==> src/rtl/tick_mux_div.sv <==
module tick_mux_div #(
  parameter int DW      = 32,
  parameter int SEL_LO  = 16,
  parameter int SEL_W   = 2,
  parameter int PRE_LO  = 8,
  parameter int PRE_W   = 5,
  parameter int POST_LO = 4,
  parameter int POST_W  = 2
) (
  input  logic                 clk,
  input  logic                 rst,
  input  logic [2**SEL_W-1:0]  src_tick,
  input  logic                 wr_en,
  input  logic [DW-1:0]        wr_data,
  output logic [DW-1:0]        rd_data,
  output logic                 tick_out
);
  localparam int NSRC = 2**SEL_W;
  localparam logic [SEL_W-1:0] PRE_SRC = SEL_W'(NSRC - 1);

  logic [DW-1:0]     ctrl;
  logic [PRE_W-1:0]  pre_cnt;
  logic [POST_W-1:0] post_cnt;

  wire [SEL_W-1:0]  sel       = ctrl[SEL_LO +: SEL_W];
  wire [PRE_W-1:0]  pre_lim   = ctrl[PRE_LO +: PRE_W];
  wire [POST_W-1:0] post_lim  = ctrl[POST_LO +: POST_W];
  wire              strobe    = src_tick[sel];
  wire              use_pre   = (sel == PRE_SRC);
  wire              pre_wrap  = (pre_cnt == pre_lim);
  wire              pre_pulse = strobe && (!use_pre || pre_wrap);
  wire              post_wrap = (post_cnt == post_lim);

  assign rd_data = ctrl;

  always_ff @(posedge clk) begin
    if (rst) begin
      ctrl     <= '0;
      pre_cnt  <= '0;
      post_cnt <= '0;
      tick_out <= 1'b0;
    end else if (wr_en) begin
      ctrl     <= wr_data;
      pre_cnt  <= '0;
      post_cnt <= '0;
      tick_out <= 1'b0;
    end else begin
      if (strobe && use_pre)
        pre_cnt <= pre_wrap ? '0 : pre_cnt + 1'b1;
      if (pre_pulse)
        post_cnt <= post_wrap ? '0 : post_cnt + 1'b1;
      tick_out <= pre_pulse && post_wrap;
    end
  end
endmodule

==> config.mk <==
export PLATFORM = sky130hd
export DESIGN_NAME = tick_mux_div
export DESIGN_NICKNAME = d
export VERILOG_FILES = /design/src/rtl/tick_mux_div.sv
export SDC_FILE = /design/constraint.sdc
export NUM_CORES = 1
export LEC_CHECK = 0
export ABC_CLOCK_PERIOD_IN_PS = 2500
export BUFFER_PORTS_ARGS = -buffer_cell sky130_fd_sc_hd__buf_2
export CAP_MARGIN = 10
export CORE_UTILIZATION = 49
export DETAILED_ROUTE_END_ITERATION = 12
export GPL_TIMING_DRIVEN = 1
export PLACE_DENSITY = 0.83
export SLEW_MARGIN = 20
export SYNTH_ARGS = -nofsm -noshare
export SYNTH_HDL_FRONTEND = slang
export SYNTH_SLANG_ARGS = --single-unit
==> constraint.sdc <==
create_clock -name clk -period 2.5 [get_ports clk]
set_input_delay 0.125 -clock clk [delete_from_list [all_inputs] [get_ports clk]]
set_output_delay 0.125 -clock clk [all_outputs]
set_load 0.005 [all_outputs]
# After elaboration in Yosys (flattened, before gate mapping)
# Cells that the tools add are included.
[word_totals]
register_bits = 40
inputBits = 39
[classes]
n_addsub = 2
n_lt_le_gt_ge = 1
eq_ne = 3
n_mux = 4
n_reduce_logical = 6
[ops]
columns = ["op", "n"]
rows = [
  ["5-bit by 1-bit adder with 5-bit output, second input constant", 1],
  ["5-bit == test", 1],
  ["5-bit 2-to-1 mux", 1],
  ["1-bit logical AND", 3],
  ["2-bit by 3-bit less-than comparator with 1-bit output, second input constant", 1],
  ["2-bit by 1-bit adder with 2-bit output, second input constant", 1],
  ["1-bit binary-select mux with 2-bit select", 1],
  ["2-bit == test", 1],
  ["2-bit == test, second input constant", 1],
  ["2-bit 2-to-1 mux", 1],
  ["2-bit OR reduction", 1],
  ["1-bit zero test", 1],
  ["1-bit logical OR", 1],
  ["1-bit 2-to-1 mux", 1],
]

# Longest topological paths before layout
# Gate-level depths: netlist of run 1.
[logic_depth]
depth_word = 5
ltp_mapped = 5

# Least setup slack after synthesis of run 1
# OpenSTA, ideal clock, no wires.
[synth_path]
path_kind = "flip-flop to flip-flop"
startpoint = "register ctrl[16] (netlist: rd_data[16])"
endpoint = "register post_cnt[1]"
setup_time_ns = 0.119
t_arrival_ns = 1.383
setup_slack_ns = 0.999
stages_incl_launch_ff = 5
cell_sequence = "dfxtp_1 > mux4_1 > o211ai_2 > nor2_1 > o221a_2"
[synth_via]
elab_chain_cells = 4
elab_cells_between_ends = 6
classes_between = "eq/ne (1); mux (2); reduce/logical (3)"
[synth_lines]
columns = ["item", "line_no", "text"]
rows = [
  ["from (decl)", "21", "logic [DW-1:0] ctrl;"],
  ["from (signal assigned)", "43", "ctrl <= wr_data;"],
  ["2-bit == test", "29", "wire use_pre = (sel == PRE_SRC);"],
  ["1-bit zero test", "31", "wire pre_pulse = strobe && (!use_pre || pre_wrap);"],
  ["1-bit logical OR", "31", ""],
  ["1-bit logical AND *", "31", ""],
  ["to (signal assigned)", "51", "post_cnt <= post_wrap ? '0 : post_cnt + 1'b1;"],
  ["to (decl)", "23", "logic [POST_W-1:0] post_cnt;"],
]
# Every way passes the cells marked *; elsewhere a longest branch is shown, timed or not. The select of a mux whose other input is x is not followed.
# A chain may end at the register's enable or synchronous reset.

# Worst setup path in the final report of run 1
# Ends and elaborated chain as after synthesis.

==> results of run 1 <==
-- synth_stat cells --
master     n
o21ai_0    2
nor2_1    41
clkbuf_1   6
dfxtp_1   40
a311o_1    1
nand2_1    4
nor2b_1    1
and3_2     1
buf_2      3
xor2_1     9
nand4_1    2
xnor2_1    2
mux4_1     1
inv_1      1
o211ai_2   1
nor3_2     1
mux2i_1   33
or3_1      1
o221a_2    1
o21bai_1   1
ha_1       1
nor3_1     1
a21boi_1   1
-- flip-flops by register name (all words and copies together) (netlist names) --
register	flops
rd_data	32
pre_cnt	5
post_cnt	2
tick_out	1
-- per-stage QoR --
step	worst slack [ps]	power, mW	util
after floorplan	999	0.790	-
after global placement	1000	0.856	0.643
after detailed placement	928	0.862	0.643
after CTS	910	1.22	0.684
after global routing	838	1.27	0.684
final	915	1.21	0.684
-- layout make-up --
cell class                      instances  area (um^2)  share of cell area
Sequential cell                        40          801               0.383
Timing Repair Buffer                   78          423               0.203
Multi-Input combinational cell        105          741               0.355
Clock buffer                            7         65.1              0.0312
Tap cell                               44         55.1              0.0264
Inverter                                1         3.75             0.00180
-- logic make-up (layout without fill, tap and decap cells) --
group,count (synthesis),after routing,synth area share
buffers and inverters,10,86,0.0261
and+or+nand+nor,52,52,0.137
DFF,40,40,0.506
AOI/OAI and AO/OA,7,7,0.0372
adders and majority gates,1,1,0.00790
xor gates and xnor gates,11,11,0.0609
muxes,34,34,0.225
-- power breakdown --
part,switching [mW],internal (mW)
Clock,0.194,0.160
Sequential,0.0201,0.669
Combinational,0.0748,0.0895
-- worst max-delay path, delay by kind of cell (launching register included) --
family             cells  cell delay [ps]
and+or+nand+nor        1               90
muxes                  1              580
AOI/OAI and AO/OA      2              410
DFF                    1              410
-- worst paths after layout --
check	to	slack, ps	cells past startpoint
max	post_cnt[1]	920	4
max reg2reg	post_cnt[1]	920	4
min reg2reg	rd_data[25]	500	2
min	rd_data[11]	10	3
-- metal layers --
| metal | track usage | share of wire | wire length, um | up-vias |
|---|---|---|---|---|
| li1 | - | - | - | 668 |
| met1 | 0.228 | 0.43 | 1400 | 625 |
| met4 | 0.0918 | 0.016 | 53 | 0 |
| met2 | 0.336 | 0.49 | 1620 | 47 |
| met5 | 0 | 0 | 0 | - |
| met3 | 0.0747 | 0.059 | 192 | 7 |
==> run metrics, run 1 <==
Num CTS Buffers 5; Critical-path top delay cell mux4_1; vias in the first global route 1208; dpl cells 262; Hold Path Class in -> reg; Mapped Nets 195; Vias/cell 4.90; initial antenna violation count 0; core area 3050 um^2; post-CTS sizing 0; count of different cell masters after synthesis 23; Worst Setup End Kind flip-flop; Finished Cell Area 2090 um^2; unrepaired setup endpoints after global routing no; synthesized area 1580 um^2; Worst Tran Pin Value 585 ps; Worst Skew 7.88 ps; remaining global-route overflow 0; DR vias 1347; sequential-to-total area share from yosys stat 0.506; drt wl/cell 11.9 um; Die Ht 58.8 um; TritonCTS clock tree yes; post-route insts no fill 275; status finished, final reports clean; Final ANT Viol Nets 0; Slew Limit Headroom 0.610; final setup violating endpoints 0; number of max-cap violations 0; Die X-Extent 58.8 um; Starting Density 0.518; synthesized area per cell 10.2 um^2; die area 3460 um^2; CP max stage delay 580 ps; critical path startpoint rd_data[16]; Yosys warnings 0; share of cells above drive strength 1 0.359; drt pass-1 iters 4; worst vdd ir 0.359 mV; # IOs 72; Synth Register Bits 40; largest net degree at the start of global routing 35; CTS max path bufs 2; achievable frequency 631 MHz; period utilization 0.634; Worst Hold Launch wr_data[11]; Slew Limit Fails 0; main area contributors after synthesis dfxtp_1, mux2i_1, nor2_1; clock slew at reported path FFs 110 ps; worst path arrival time 1840 ps; crit-path max FO 5; first-pass GRT wire length 5160 um; antenna cells 0; standard-cell row count 20; FILL cells 273; Skew-Pair Late Insertion Delay 340 ps; most common cell after layout, fill and taps aside buf_2; GRT Total Usage 0.201; WL final 3260 um; area added between synthesis and finish 31.9%; nature of the critical path startpoint flip-flop; post-route setup TNS 0 ps; Crit Path Class reg -> reg; Pwr per Cell Area 578 nW/um^2; GP Congestion 0.806; H-Tree Depth 2; Gate Count Post-Synth 155; NumNets Final 271; root buffer cell clkbuf_4; fin crit period 1580 ps; Yosys top cell by area dfxtp_1; P_leak 1.09 nW; placed inst area 1960 um^2; Cell Chain, Critical Path mux4_1 > o211ai_2 > nor2_1 > o221a_2; Synth top area share 0.506; worst hold slack 9.56 ps; Starting DRT DRC Count 19; Clock Sinks 40; hpwl dp 2260 um; # DRC 0; post-CTS setup buffers 0; final hold violation count 0; Reg-to-Reg Start rd_data[16]; hold-fix buffers at CTS 6; WP data required 2750 ps; number of port buffers 71; most frequent cells in the layout buf_2, nor2_1, dfxtp_1
No activity file was read; power rests on OpenSTA's default activity.
==> inputs of run 2 (changes only) <==
--- a/config.mk
+++ b/config.mk
@@ -5,13 +5,13 @@
 export SDC_FILE = /design/constraint.sdc
 export NUM_CORES = 1
 export LEC_CHECK = 0
-export ABC_CLOCK_PERIOD_IN_PS = 2500
+export ABC_CLOCK_PERIOD_IN_PS = 1650
 export BUFFER_PORTS_ARGS = -buffer_cell sky130_fd_sc_hd__buf_2
 export CAP_MARGIN = 10
-export CORE_UTILIZATION = 49
+export CORE_UTILIZATION = 46
 export DETAILED_ROUTE_END_ITERATION = 12
 export GPL_TIMING_DRIVEN = 1
-export PLACE_DENSITY = 0.83
+export PLACE_DENSITY = 0.79
 export SLEW_MARGIN = 20
 export SYNTH_ARGS = -nofsm -noshare
 export SYNTH_HDL_FRONTEND = slang
==> constraint.sdc (replaced) <==
create_clock -name clk -period 1.65 [get_ports clk]
set_input_delay 0.0825 -clock clk [delete_from_list [all_inputs] [get_ports clk]]
set_output_delay 0.0825 -clock clk [all_outputs]
set_load 0.005 [all_outputs]
==> run metrics, run 2 (synthesized netlist as in run 1, its figures left out) <==
footprint of the multi-input gates 741 um^2 (unchanged); Hold Path Class in -> reg; final worst slack 149 ps (-766 ps); Worst R2R Setup Slack 150 ps (-770 ps); standard-cell row count 20 (unchanged); period utilization 0.910 (+0.276); worst hold stages 2 (-1); final setup violating endpoints 0 (unchanged); max reg flops 32 (unchanged); hpwl dp 2270 um (+0.52%); placed inst area 1990 um^2 (+1.4%); post-route setup TNS 0 ps (unchanged); number of port buffers 71 (unchanged); most frequent cells in the layout buf_2, nor2_1, dfxtp_1; # IOs 72 (unchanged); Num CTS Buffers 5 (unchanged); worst path arrival time 1750 ps (-90 ps); Worst Tran Pin Value 382 ps (-204 ps); Worst Skew 6.12 ps (-1.76 ps); # DRC 0 (unchanged); core area 3150 um^2 (+3.3%); dpl cells 264 (+0.76%); WP data required 1900 ps (-850 ps); post-CTS setup buffers 0 (unchanged); Reg area 801 um^2 (unchanged); Starting Density 0.502 (-0.0165); FILL cells 239 (-12%); Pwr per Cell Area 829 nW/um^2 (+43%); Clock Sinks 40 (unchanged); Skew-Pair Late Insertion Delay 340 ps (about the same); Worst Hold Launch rst; P_leak 1.22 nW (+12%); share of cells above drive strength 1 0.327 (-0.0324); Slew Limit Headroom 0.745 (+0.136); Starting DRT DRC Count 27 (+8); Final ANT Viol Nets 0 (unchanged); Tot Pwr 1.98 mW (+64%); TritonCTS clock tree yes; status finished, final reports clean; achievable frequency 666 MHz (+5.6%); area added between synthesis and finish 50.8%; r2r endpoint post_cnt[1]; clock slew at reported path FFs 120 ps (about the same); Die X-Extent 60.7 um (+3.1%); root buffer cell clkbuf_4; first-pass GRT wire length 5530 um (+7.2%); Vias/cell 4.64 (-5.2%); die area 3680 um^2 (+6.3%); Reg-to-Reg Start rd_data[16]; largest net degree at the start of global routing 24 (-31%); vias in the first global route 1266 (+4.8%); worst vdd ir 0.628 mV (+75%); final hold violation count 0 (unchanged); Worst Setup End Kind flip-flop; final core utilization 0.757 (+0.0731); NumNets Final 299 (+10%); unrepaired setup endpoints after global routing no; worst hold path endpoint rd_data[28]; post-route insts no fill 304 (+11%); post-CTS sizing 0 (unchanged); number of max-cap violations 0 (unchanged); crit-path max FO 5 (unchanged); nature of the critical path startpoint flip-flop; remaining global-route overflow 0 (unchanged); WL final 3760 um (+15%); fin crit period 1500 ps (-84.0 ps); hold-fix buffers at CTS 32 (+26); GP Congestion 0.803 (-0.42%); Crit Path Class reg -> reg; initial antenna violation count 0 (unchanged); GRT Total Usage 0.212 (+0.0110); worst hold slack 124 ps (+115 ps); Die Ht 60.7 um (+3.1%); CTS max path bufs 2 (unchanged); antenna cells 0 (unchanged); pre-CTS setup slack 153 ps (-775 ps); most common cell after layout, fill and taps aside buf_2; DR vias 1412 (+4.8%); Finished Cell Area 2390 um^2 (+14%); Slew Limit Fails 0 (unchanged); H-Tree Depth 2 (unchanged); drt wl/cell 12.4 um (+4.2%); drt pass-1 iters 4 (unchanged); Reg2Reg Depth 4 (unchanged)
## run 2: metal layers
metal | wire length [um] | track usage | part of all wire
met5 | 0 | 0 | 0
met2 | 1930 | 0.378 | 0.51
met1 | 1590 | 0.236 | 0.42
met3 | 199 | 0.0746 | 0.053
met4 | 42 | 0.0682 | 0.011
## run 2: cell type report
type | instances | share of cell area
sequential | 40 | 0.335
clock inverter | 2 | 0.0147
clock buffer | 6 | 0.0173
timing repair buffer | 106 | 0.298
multi-input combinational | 105 | 0.310
inverter | 1 | 0.00157
tap | 44 | 0.0231
## run 2: how the worst max path moves through the flow
stage	startpoint	to	slack, ps	depth (start not counted)
finish	rd_data[16]	post_cnt[1]	150	4
global route	pre_cnt[0]	post_cnt[0]	60	5
CTS	rd_data[16]	post_cnt[1]	150	4
detailed placement	rd_data[16]	post_cnt[1]	150	4
global placement	rd_data[16]	post_cnt[1]	200	4
floorplan	rd_data[16]	post_cnt[1]	150	4
## run 2: report_power, final
| part | switching (mW) | internal [mW] | total [mW] |
|---|---|---|---|
| Sequential | 0.0300 | 1.01 | 1.04 |
| Combinational | 0.127 | 0.182 | 0.309 |
| Clock | 0.309 | 0.318 | 0.627 |
## run 2: worst max-delay path, stage by stage, from the launching register on
cell and delay [ps]:
dfxtp_1 360, mux4_1 570, o211ai_2 140, nor2_1 80, o221a_2 260
